===== src/rtl/alu_cc_pkg.sv =====
package alu_cc_pkg;
  localparam int FUNC_W = 4;
  localparam int COND_W = 4;

  localparam logic [FUNC_W-1:0] FN_ADD = 4'd0;
  localparam logic [FUNC_W-1:0] FN_SUB = 4'd1;
  localparam logic [FUNC_W-1:0] FN_AND = 4'd2;
  localparam logic [FUNC_W-1:0] FN_XOR = 4'd3;

  localparam logic [COND_W-1:0] CS_ALWAYS = 4'd0;
  localparam logic [COND_W-1:0] CS_LE     = 4'd1;
  localparam logic [COND_W-1:0] CS_LT     = 4'd2;
  localparam logic [COND_W-1:0] CS_EQ     = 4'd3;
  localparam logic [COND_W-1:0] CS_NE     = 4'd4;
  localparam logic [COND_W-1:0] CS_GE     = 4'd5;
  localparam logic [COND_W-1:0] CS_GT     = 4'd6;

  typedef struct packed {
    logic zf;
    logic sf;
    logic of;
  } flags_t;

  localparam flags_t FLAGS_RESET = '{zf: 1'b1, sf: 1'b0, of: 1'b0};
endpackage


===== src/rtl/alu_core.sv =====
module alu_core
  import alu_cc_pkg::*;
#(
  parameter int DATA_W = 64
) (
  input  logic [DATA_W-1:0] a,
  input  logic [DATA_W-1:0] b,
  input  logic [FUNC_W-1:0] func,
  output logic [DATA_W-1:0] res,
  output flags_t            flags_calc,
  output logic              bad_func
);
  localparam int MSB = DATA_W - 1;

  logic ovf;

  always_comb begin
    res      = '0;
    ovf      = 1'b0;
    bad_func = 1'b0;
    case (func)
      FN_ADD: begin
        res = b + a;
        ovf = (a[MSB] == b[MSB]) && (res[MSB] != a[MSB]);
      end
      FN_SUB: begin
        res = b - a;
        ovf = (a[MSB] != b[MSB]) && (res[MSB] != b[MSB]);
      end
      FN_AND: res = b & a;
      FN_XOR: res = b ^ a;
      default: bad_func = 1'b1;
    endcase
  end

  assign flags_calc.zf = (res == '0);
  assign flags_calc.sf = res[MSB];
  assign flags_calc.of = ovf;

  always_comb begin
    if (func == FN_AND || func == FN_XOR)
      a_r6_logic_no_ovf: assert (!flags_calc.of);
  end
endmodule


===== src/rtl/cc_reg.sv =====
module cc_reg
  import alu_cc_pkg::*;
(
  input  logic   clk,
  input  logic   rst_n,
  input  logic   wr_en,
  input  flags_t d,
  output flags_t q
);
  always_ff @(posedge clk or negedge rst_n) begin
    if (!rst_n) q <= FLAGS_RESET;
    else if (wr_en) q <= d;
  end

  a_r7_hold_flags: assert property (@(posedge clk) disable iff (!rst_n)
    !wr_en |=> $stable(q));
  a_r3_capture: assert property (@(posedge clk) disable iff (!rst_n)
    wr_en |=> (q == $past(d)));
endmodule


===== src/rtl/cond_eval.sv =====
module cond_eval
  import alu_cc_pkg::*;
(
  input  flags_t            flags,
  input  logic [COND_W-1:0] sel,
  output logic              taken
);
  logic lt;

  assign lt = flags.sf ^ flags.of;

  always_comb begin
    case (sel)
      CS_ALWAYS: taken = 1'b1;
      CS_LE:     taken = lt | flags.zf;
      CS_LT:     taken = lt;
      CS_EQ:     taken = flags.zf;
      CS_NE:     taken = !flags.zf;
      CS_GE:     taken = !lt;
      CS_GT:     taken = !lt && !flags.zf;
      default:   taken = 1'b0;
    endcase
  end

  always_comb begin
    if (sel > CS_GT) a_r10_false_range: assert (!taken);
  end
endmodule


===== src/rtl/alu_cc_top.sv =====
module alu_cc_top
  import alu_cc_pkg::*;
#(
  parameter int DATA_W = 64
) (
  input  logic              clk,
  input  logic              rst_n,
  input  logic [DATA_W-1:0] op_a,
  input  logic [DATA_W-1:0] op_b,
  input  logic [FUNC_W-1:0] func,
  input  logic              flag_en,
  input  logic [COND_W-1:0] cond_sel,
  output logic [DATA_W-1:0] result,
  output logic              invalid,
  output logic              flag_zf,
  output logic              flag_sf,
  output logic              flag_of,
  output logic              cond_true
);
  flags_t next_flags;
  flags_t cur_flags;
  logic   commit;

  alu_core #(.DATA_W(DATA_W)) u_core (
    .a(op_a), .b(op_b), .func(func),
    .res(result), .flags_calc(next_flags), .bad_func(invalid)
  );

  assign commit = flag_en && !invalid;

  cc_reg u_flags (
    .clk(clk), .rst_n(rst_n), .wr_en(commit), .d(next_flags), .q(cur_flags)
  );

  cond_eval u_cond (
    .flags(cur_flags), .sel(cond_sel), .taken(cond_true)
  );

  assign flag_zf = cur_flags.zf;
  assign flag_sf = cur_flags.sf;
  assign flag_of = cur_flags.of;

  a_r2_invalid_no_update: assert property (@(posedge clk) disable iff (!rst_n)
    (flag_en && func > FN_XOR) |=> $stable({flag_zf, flag_sf, flag_of}));
  a_r6_logic_clears_of: assert property (@(posedge clk) disable iff (!rst_n)
    (flag_en && (func == FN_AND || func == FN_XOR)) |=> !flag_of);
  a_r3_zero_flag: assert property (@(posedge clk) disable iff (!rst_n)
    (flag_en && !invalid) |=> (flag_zf == ($past(result) == '0)));
endmodule


===== config.mk =====
export PLATFORM = sky130hd
export DESIGN_NAME = alu_cc_top
export DESIGN_NICKNAME = d
export VERILOG_FILES = /design/src/rtl/alu_cc_pkg.sv /design/src/rtl/alu_core.sv /design/src/rtl/cc_reg.sv /design/src/rtl/cond_eval.sv /design/src/rtl/alu_cc_top.sv
export SDC_FILE = /design/constraint.sdc
export NUM_CORES = 1
export LEC_CHECK = 0
export ABC_AREA = 1
export CORE_MARGIN = 5
export CORE_UTILIZATION = 25
export DETAILED_ROUTE_END_ITERATION = 12
export DONT_BUFFER_PORTS = 1
export PLACE_DENSITY = 0.41
export SLEW_MARGIN = 20
export SYNTH_ARGS = -nofsm -noshare
export SYNTH_HDL_FRONTEND = slang
export SYNTH_SLANG_ARGS = --single-unit

===== constraint.sdc =====
create_clock -name clk -period 2.88 [get_ports clk]
set_clock_uncertainty 0.2 [all_clocks]
set_input_delay 0.288 -clock clk [delete_from_list [all_inputs] [get_ports clk]]
set_output_delay 0.288 -clock clk [all_outputs]
set_load 0.1 [all_outputs]

# [After elaboration in Yosys (flattened, before gate mapping)]
# Cells that the tools add are included.
[classes] add_sub_neg=2 n_eq_ne=13 mux=4 bitwise=4 reduce_logical=10
[op_table] operator="$pmux 64 s4" count=1
[op_table] operator="$add 64x64->64" count=1
[op_table] operator="$and 64x64->64" count=1
[op_table] operator="$logic_not 64->1" count=1
[op_table] operator="$sub 64x64->64" count=1
[op_table] operator="$xor 64x64->64" count=1
[op_table] operator="$eq 4x2->1 const B" count=4
[op_table] operator="$eq 4x3->1 const B" count=3
[op_table] operator="$eq 4x1->1 const B" count=2
[op_table] operator="$logic_not 4->1" count=2
[op_table] operator="$pmux 1 s7" count=1
[op_table] operator="$logic_and 1x1->1" count=4
[op_table] operator="$reduce_or 4->1" count=1
[op_table] operator="$ne 1x1->1" count=3
[op_table] operator="$logic_not 1->1" count=2
[op_table] operator="$pmux 1 s2" count=1
[op_table] operator="$eq 1x1->1" count=1
[op_table] operator="$mux 1" count=1
[op_table] operator="$or 1x1->1" count=1
[op_table] operator="$xor 1x1->1" count=1
[totals] inputBits=139 reg_bits=3 wordCells=36 out_inout_bits=69

# [Depth between registers and ports, before layout]
[logic_depth] ltp_word=4 mapped_depth=23 depth_no_buf=22

# [Modules after synthesis]
# A second synthesis with hierarchy kept.
[hier_totals] cells_unflattened=3118 area_unflattened_um2=14442.6
[by_module_without_submodules] module="alu_core" seq_area_each_um2=0.0 instances=1 area_each_um2=14223.6 cells_per_inst=3080
[by_module_without_submodules] module="cc_reg" seq_area_each_um2=76.3 instances=1 area_each_um2=113.9 cells_per_inst=13
[by_module_without_submodules] module="cond_eval" seq_area_each_um2=0.0 instances=1 area_each_um2=95.1 cells_per_inst=23
[by_module_without_submodules] module="alu_cc_top" seq_area_each_um2=0.0 instances=1 area_each_um2=10.0 cells_per_inst=2

# [Worst setup path after synthesis]
# No wires, ideal clock.
[synth_timing] path_type="reg2out" from="register u_flags.q[1] in the netlist's numbering" to="output cond_true" required_ns=2.392 arrival_ns=3.618 n_path_buf=0 setup_slack_ns=-1.226 path_stages_with_launch=4 cell_sequence="dfrtp_1 xnor2_1 o221ai_1 a221oi_1"
[synth_between] elab_chain_cells=4 elab_cells_between_ends=5 cone_classes="1 x mux; 2 x bitwise; 2 x reduce/logical"
[synth_rtl] element="start, declared" line_no="cc_reg.sv:8" text="output flags_t q"
[synth_rtl] element="start signal, assigned" line_no="cc_reg.sv:11" text="if (!rst_n) q <= FLAGS_RESET;"
[synth_rtl] element="start signal, assigned" line_no="cc_reg.sv:12" text="else if (wr_en) q <= d;"
[synth_rtl] element="$xor 1x1->1 *" line_no="cond_eval.sv:10" text="assign lt = flags.sf ^ flags.of;"
[synth_rtl] element="$logic_not 1->1" line_no="cond_eval.sv:19, cond_eval.sv:20"
[synth_rtl] element="$logic_and 1x1->1" line_no="cond_eval.sv:20" text="CS_GT: taken = !lt && !flags.zf;"
[synth_rtl] element="$pmux 1 s7 *" line_no="cond_eval.sv:13" text="case (sel)"
[synth_rtl] element="end, declared" line_no="alu_cc_top.sv:18" text="output logic cond_true"
# Every way passes the cells marked *; elsewhere a longest branch is shown, timed or not.

# [Final worst setup path]
[layout_timing] from="input op_a[0]" to="output result[42]"
[layout_between] elab_chain_cells=2 elab_cells_between_ends=3 cone_classes="2 x add/sub; 1 x mux"
[layout_rtl] element="start, declared" line_no="alu_cc_top.sv:8" text="input logic [DATA_W-1:0] op_a,"
[layout_rtl] element="$sub 64x64->64 / $add 64x64->64 (equally long branches)" line_no="alu_core.sv:27, alu_core.sv:23"
[layout_rtl] element="$pmux 64 s4 *" line_no="alu_core.sv:21" text="case (func)"
[layout_rtl] element="end, declared" line_no="alu_cc_top.sv:13" text="output logic [DATA_W-1:0] result,"
# Marked as above.

==> results.tsv <==
metric	value	unit
timing.rr.start	u_flags.q[0]	
grt-ovfl-total	0	
leakage	13.6	nW
layout_setup_ws	-0.0518	ns
p_sw	3.39	mW
powerDensity	238	nW/um^2
layout-drive-gt1-share	40.5	%
cp-endpoint	result[42]	
cp_slowest_cell	fa_2	
cts-root-buf	clkbuf_16	
status	complete, but fails checks	
start_util	25.1	%
layout.cells.non_filler	4494	
yosysTopAreaCellShare	29.1	%
io_pins	208	
fin_hold_ws	0.0500	ns
p_seq_share	0.8	%
cp-startpoint	op_a[0]	
fmax	0.341	GHz
synth_fp_nets	3315	
cp_top_family	simple AND/OR/NAND/NOR gates	
hold_path.class	in2reg	
route.antenna.remaining_nets	0	
synth_area	14400	um^2
switching_share	57.5	%
max_cap_violations	0	
largest_register	u_flags.q	
clock_latency	0.23	ns
slew_headroom	60.7	%
fin_crit_sh	102	%
grt_pass1_vias	20050	
synthTopCellsByArea	nand2_1 29%, inv_1 18%, ha_1 11%	
area_delta_synth_final	72.2	%
core-area	57400	um^2
r2r_setup_slack	1.68	ns
yosysSeqAreaShare	0.530	%
critical_path.most_common_cell	nand2_1	
cts_max_level	1	
netlist_instances	3046	
reg2reg_to	u_flags.q[0]	
power_frac_comb	95.0	%
ys_ff_latch	3	
die_w	250	um
cts_tree	done	
clock_sinks	3	
utilization	43.2	%
vias_per_cell	4.69	
crit_cells	15	
largest_register_ffs	3	
port_buffers	0	
failed_checks	setup timing	
path_max_fanout	3	
layout.nets	3999	
grt_pass1_wl	120	mm
die_area	62500	um^2
startpoint_type	primary input	
slowest_delay	0.37	ns
hold_violations	0	
final_common_cell	nand2_1	
p_int	2.50	mW
critPathCaptureType	output pin	
drc	0	
criticalPathCategory	in2out	
cts_buffers	3	
rows	88	
wl_per_cell	18.5	um
gp_congestion	1.04	
finalMaxSlewViolations	0	
power_frac_clock	4.1	%
vias	21092	
gr-usage-all-layers	24.8	%
firstDrtPassIters	7	
avgSynthCellArea	4.72	um^2
worst_pin_slew	0.589	ns
cp.arrival	2.44	ns
synth.distinct_cells	50	
yosysWarningCount	0	
critPathBufInv	2	
clockBufferDepth	2	
rsz0062_at_grt	yes	
clkSlewWorstSetupHoldPaths	0.04	ns
die_y	250	um
reg_top3	u_flags.q x3	
final_cell_mix	878 x nand2_1, 630 x buf_4, 618 x inv_1, 209 x nand2_2, 209 x nand3_1	
antenna_found_initial	1	
synth_top_area_cell	nand2_1	
grt_max_degree	49	
hpwl	71.6	mm
dp.cells	4412	
drt-initial-drc-count	1760	
finalSetupViolCount	7	
finalCriticalPeriod	2.93	ns
diodes	0	
drt_wl_total	82.9	mm
fill_cells	6350	
ff2ff_path_depth	3	
cp.required	2.39	ns
max-vdd-ir-drop	0.133	mV
cp_cell_sequence	ha_4 > fa_2 > buf_6 > nand3_4 > nor2_4 > nor2_4 > nand2_4 > nand2_4 > nand3b_1 > nand2_1 > nand2_1 > nand2_1 > nand3_1 > nand3b_1 > buf_12	
==> worst reg2reg max path, cell delays in order, from the launching register on <==
cell	delay, ns
dfrtp_1	0.36
buf_4	0.31
inv_1	0.08
a22oi_1	0.16
==> routing by layer <==
layer / wire length (um) / up-vias / share of wire, % / global-route usage (%)
met5: 0 / - / 0 / 0
met4: 2620 / 0 / 3.2 / 6.46
met3: 6310 / 124 / 7.6 / 3.55
met2: 37700 / 773 / 45 / 41.1
met1: 36300 / 9610 / 44 / 33.8
li1: - / 10585 / - / -
==> metrics by stage <==
stage                     area [um^2]  power, mW  setup TNS, ns  setup slack [ns]
after global placement          20500       4.60         -16.33            -0.794
final                           24800       5.90         -0.147           -0.0518
after floorplan                 14700       2.63         -0.816            -0.472
after detailed placement        20500       4.59         -15.62            -0.759
after CTS                       22600       5.30         -0.896            -0.164
after global routing            24800       6.28          -2.36            -0.152
==> cell type report <==
class	count	area, um^2	share of cell area [%]
Clock buffer	4	78.8	0.318
Inverter	718	2750	11.1
Multi-Input combinational cell	2244	14200	57.1
Sequential cell	3	76.3	0.308
Tap cell	765	957	3.86
Timing Repair Buffer	760	6780	27.3
==> Yosys cell counts, drive strengths merged <==
cell	count
nor4	3
clkbuf	11
a31oi	2
o31ai	1
nand3b	24
nor2	332
nand3	268
nor3	24
o21bai	11
nand2	1137
dfstp	1
xor2	7
a21o	1
a221oi	1
xnor2	3
o22ai	43
inv	715
or2	3
nand4	45
clkinv	3
a21oi	126
dfrtp	2
o221ai	1
o21a	2
fa	2
a21boi	1
buf	70
and2	6
o21ai	71
ha	128
a22oi	1
and3	1
==> repair_timing <==
action / 4_1_cts / 5_1_grt
gates resized for setup: 426 / 548
buffers inserted: 38 / 42
pin swaps: 80 / 189
setup endpoints to repair: 52 / 53
endpoints found under the hold margin: 3 / 0
hold buffers: 1 / 0
==> worst min path at each step <==
| stage | start | to | slack, ns | cells after the start |
|---|---|---|---|---|
| final | op_a[63] | u_flags.q[0] | 0.05 | 3 |
| after global routing | op_a[63] | u_flags.q[0] | 0.06 | 3 |
| after CTS | op_a[63] | u_flags.q[0] | 0.05 | 3 |
| after detailed placement | rst_n | u_flags.q[1] | -0.21 | 0 |
| after global placement | rst_n | u_flags.q[1] | -0.21 | 0 |
| after floorplan | rst_n | u_flags.q[0] | -0.21 | 0 |
==> cells by family (layout without fill, tap and decap cells) <==
| group | Yosys count | after routing | share of synthesized area (%) |
|---|---|---|---|
| flops | 3 | 3 | 0.530 |
| buf+inv | 799 | 1482 | 23.1 |
| simple gates | 1843 | 1843 | 54.5 |
| compound gates | 261 | 261 | 9.89 |
| fa+ha+maj | 130 | 130 | 11.4 |
| xor+xnor | 10 | 10 | 0.609 |
==> power groups by stage <==
stage	Sequential, mW	Clock (mW)	Combinational, mW
floorplan	0.0784	0	2.55
global placement	0.0496	0	4.55
detailed placement	0.0497	0	4.54
CTS	0.0491	0.248	5.00
global route	0.0495	0.254	5.97
finish	0.0493	0.243	5.60
Power figures use the tool's default switching activity.
